===== config.mk =====
export PLATFORM = sky130hd
export DESIGN_NAME = dmem_router
export DESIGN_NICKNAME = d
export VERILOG_FILES = /design/src/rtl/dmem_router.sv
export SDC_FILE = /design/constraint.sdc
export NUM_CORES = 2
export LEC_CHECK = 0
export ABC_CLOCK_PERIOD_IN_PS = 2300
export BUFFER_PORTS_ARGS = -buffer_cell sky130_fd_sc_hd__buf_2
export CAP_MARGIN = 10
export CORE_MARGIN = 4
export CORE_UTILIZATION = 66
export CTS_BUF_LIST = sky130_fd_sc_hd__clkbuf_2 sky130_fd_sc_hd__clkbuf_4 sky130_fd_sc_hd__clkbuf_8
export CTS_CLUSTER_SIZE = 30
export DETAILED_ROUTE_END_ITERATION = 8
export GPL_TIMING_DRIVEN = 0
export PLACE_DENSITY = 0.87
export RECOVER_POWER = 100
export SLEW_MARGIN = 5
export SYNTH_ARGS = -nofsm -noshare
export SYNTH_HDL_FRONTEND = slang
export SYNTH_SLANG_ARGS = --single-unit
export TNS_END_PERCENT = 100

===== constraint.sdc =====
create_clock -name clk -period 2.3 [get_ports clk]
set_input_delay 0.23 -clock clk [delete_from_list [all_inputs] [get_ports clk]]
set_output_delay 0.23 -clock clk [all_outputs]
set_load 0.05 [all_outputs]

===== src/rtl/dmem_router.sv =====
module dmem_router #(
  parameter int AW = 8,
  parameter int DW = 8
) (
  input  logic          clk,
  input  logic          rst_n,
  input  logic [AW-1:0] addr,
  input  logic          ind,
  input  logic          rd_en,
  input  logic          wr_en,
  input  logic [DW-1:0] wdata,
  output logic [DW-1:0] rdata,
  output logic          sfr_sel,
  output logic [AW-1:0] sfr_addr,
  output logic          sfr_rd,
  output logic          sfr_wr,
  output logic [DW-1:0] sfr_wdata,
  input  logic [DW-1:0] sfr_rdata
);
  localparam int DEPTH = 1 << AW;

  logic [DW-1:0] mem [DEPTH];
  logic          upper, to_sfr, ram_wr, ram_rd;

  assign upper     = addr[AW-1];
  assign to_sfr    = upper && !ind;
  assign sfr_sel   = to_sfr && (rd_en || wr_en);
  assign sfr_wr    = to_sfr && wr_en;
  assign sfr_rd    = to_sfr && rd_en && !wr_en;
  assign sfr_addr  = addr;
  assign sfr_wdata = wdata;
  assign ram_wr    = !to_sfr && wr_en;
  assign ram_rd    = !to_sfr && rd_en && !wr_en;

  always_ff @(posedge clk or negedge rst_n) begin
    if (!rst_n) begin
      for (int i = 0; i < DEPTH; i++) mem[i] <= '0;
    end else if (ram_wr) begin
      mem[addr] <= wdata;
    end
  end

  always_ff @(posedge clk or negedge rst_n) begin
    if (!rst_n)      rdata <= '0;
    else if (ram_rd) rdata <= mem[addr];
    else if (sfr_rd) rdata <= sfr_rdata;
  end
endmodule


==> results.cfg <==
[synthesis]
synth-seq-cells = 2056
yosysSeqAreaShare_pct = 55.5
synth_commonest_cells = dfrtp_1 (2056), mux2_2 (2048), mux4_2 (512)
netlist_area_mm2 = 0.0927
ys_types = 28
synth_ff_type = dfrtp_1
synthArstFlopShare_pct = 100
netlist.area_leader.share_pct = 55.5
yosysMostFrequentCell = dfrtp_1
synth_area_leader_cell = dfrtp_1
avgSynthCellArea_um2 = 15.8
synth_edf_count = 0
syn_inst = 5871
yosys-top-cells-area = dfrtp_1 (56%), mux2_2 (25%), mux4_2 (12%)
synth_nets = 5900
synth-warning-count = 0

[min_path]
hold_path_class = in2reg

[timing]
rsz0062_at_grt = true
drv_slew = 66
worst_clock_skew_ps = 87.0
timing.final.ws_setup_ps = -650
setup_viol = 678
post-route-period-util_pct = 128
finalSetupTns_ps = -31600
slew_headroom_pct = -6.67
period_needed_ps = 2950
worst_slew_pin_slew_ps = 1600
hold_viol_final = 0
fmax_ghz = 0.339

[critical_path]
start_kind = primary input
cp.arrival_ps = 3860
path_class = in2reg
cp.required_ps = 3210
worstPathMaxFanout = 10
cp-end-kind = flip-flop

[die]
die_h_um = 383
start_util_pct = 66.4
core_mm2 = 0.140
die_w_um = 383
io_pins = 56
rows = 137
dieArea_mm2 = 0.146

[global_routing]
grt_max_degree = 169
grt_usage_pct = 39.5
grt_overflow = 0
grt_pass1_vias = 62900
antenna_found_initial = 20
grt_pass1_wl_um = 419000

[pwr]
peakVddDrop_mv = 0.610
power_mw = 78.7
powerDensity_mw_per_mm2 = 751
leakage_nw = 50.5

[drt]
dr.pass1.iters = 8
drc = 0
drt-initial-drc-count = 7100
route.antenna.remaining_nets = 0
vias_per_cell = 7.13
routed-via-count = 60300
wl_per_cell_um = 34.1
wirelength_um = 289000

[layout]
nets = 6347
area_delta_synth_final_pct = 13.0
layout-drive-gt1-share_pct = 54.9

[place]
place_ws_ps = -3320
finalWeightedCongestion = 1.00
dp_hpwl_um = 192000
io_buffers = 43

[outcome]
status = finished with violations
violations = max-capacitance violations, max-slew violations, negative setup slack

[clock_tree]
cts-buffers-inserted = 340
clkLatencyLatePin_ps = 1070
path_clk_slew_ps = 60
tritoncts = built
cts-htree-levels = 5
clockRootBuffer = clkbuf_8
numClockSinks = 2056
clk_path_buf_depth = 4

[run]
drv_cap = 1
-- per-stage QoR --
step / utilization (%) / hold WS, ps / area [um^2] / instances
2_1_floorplan: - / -65.6 / 92800 / 5871
3_3_place_gp: 68.3 / 481 / 95300 / 7790
3_5_place_dp: 68.6 / 157 / 95700 / 7806
4_1_cts: 74.7 / -557 / 104000 / 8411
5_1_grt: 75.0 / 34.8 / 105000 / 8436
6_report: 75.1 / 38.3 / 105000 / 8457
-- metal layers --
metal / global-route usage, % / vias up / part of all wire, %
met5: 0.926 / - / 0.15
met4: 27.9 / 11 / 8.6
met3: 17.5 / 1237 / 13
met2: 55.9 / 4175 / 43
met1: 48.7 / 31700 / 35
li1: - / 23100 / -
-- critical path, cell delays in order --
cell      delay, ps
buf_2           150
or2_2           150
clkbuf_1        830
clkbuf_1        810
a21oi_1         300
o41ai_4         750
a41oi_4         330
o22a_1          260
-- report_power, final --
group          internal, mW  switching, mW  leakage, nW
clock network          19.0           14.6         3.77
registers              37.6          0.796         28.4
logic                  2.54           4.10         18.3
total                  59.2           19.5         50.5
-- registers in the layout (all words and copies together), names as in the netlist --
register  cells
mem        2048
rdata         8
-- what timing repair did --
action,CTS,global route
setup buffers,1,6
hold buffers,24,7
pin swaps,32,34
hold endpoints to repair,482,112
gates resized for setup,187,142
gates cloned,4,4
setup endpoints to repair,2121,1767
-- final cells by class --
class	count	area, um^2
flip-flops and latches	2056	51400
multi-input cells	3335	40200
fillers	7819	34800
clock buffers	549	6800
plain buffers	479	2410
well taps	1876	2350
repair buffers	106	1190
clock inverters	27	244
diodes	29	72.6
-- path summary, 6_finish.rpt --
kind                       startpoint   endpoint  slack [ps]  depth (start not counted)
setup reg to reg            mem[1025]   rdata[1]        -580                          6
setup / recovery              addr[4]   rdata[3]        -650                          8
min in group asynchronous       rst_n   mem[563]         560                          7
hold / removal                  rd_en   rdata[0]          40                          5
max in group asynchronous       rst_n  mem[1289]        -110                          9
hold reg to reg             mem[1476]  mem[1476]         500                          1
-- placed cells by master, fill, tap and decap left out, drive strengths merged --
cell / count
buf: 180
clkbuf: 926
nor4: 3
clkinv: 20
inv: 1
nand2: 253
bufbuf: 1
diode: 29
a41oi: 8
nor2b: 8
o41ai: 32
dfrtp: 2056
clkdlybuf4s25: 1
o21a: 1
nand3: 25
dlygate4sd3: 23
bufinv: 4
a22oi: 256
nand2b: 7
clkinvlp: 2
or2: 2
o22a: 8
nor3: 7
mux4: 512
clkdlybuf4s15: 3
nor2: 27
nand4: 6
a21oi: 128
mux2: 2048
and2: 4
-- cells by family (layout without fill, tap and decap cells) --
group                  Yosys count  count (layout)  synth area share (%)
muxes                         2560            2560                  37.3
other                            0              29                     0
and+or+nand+nor                342             342                  1.66
buffers and inverters          480            1161                  2.25
DFF                           2056            2056                  55.5
AOI/OAI and AO/OA              433             433                  3.23
No activity file was read; power rests on OpenSTA's default activity.
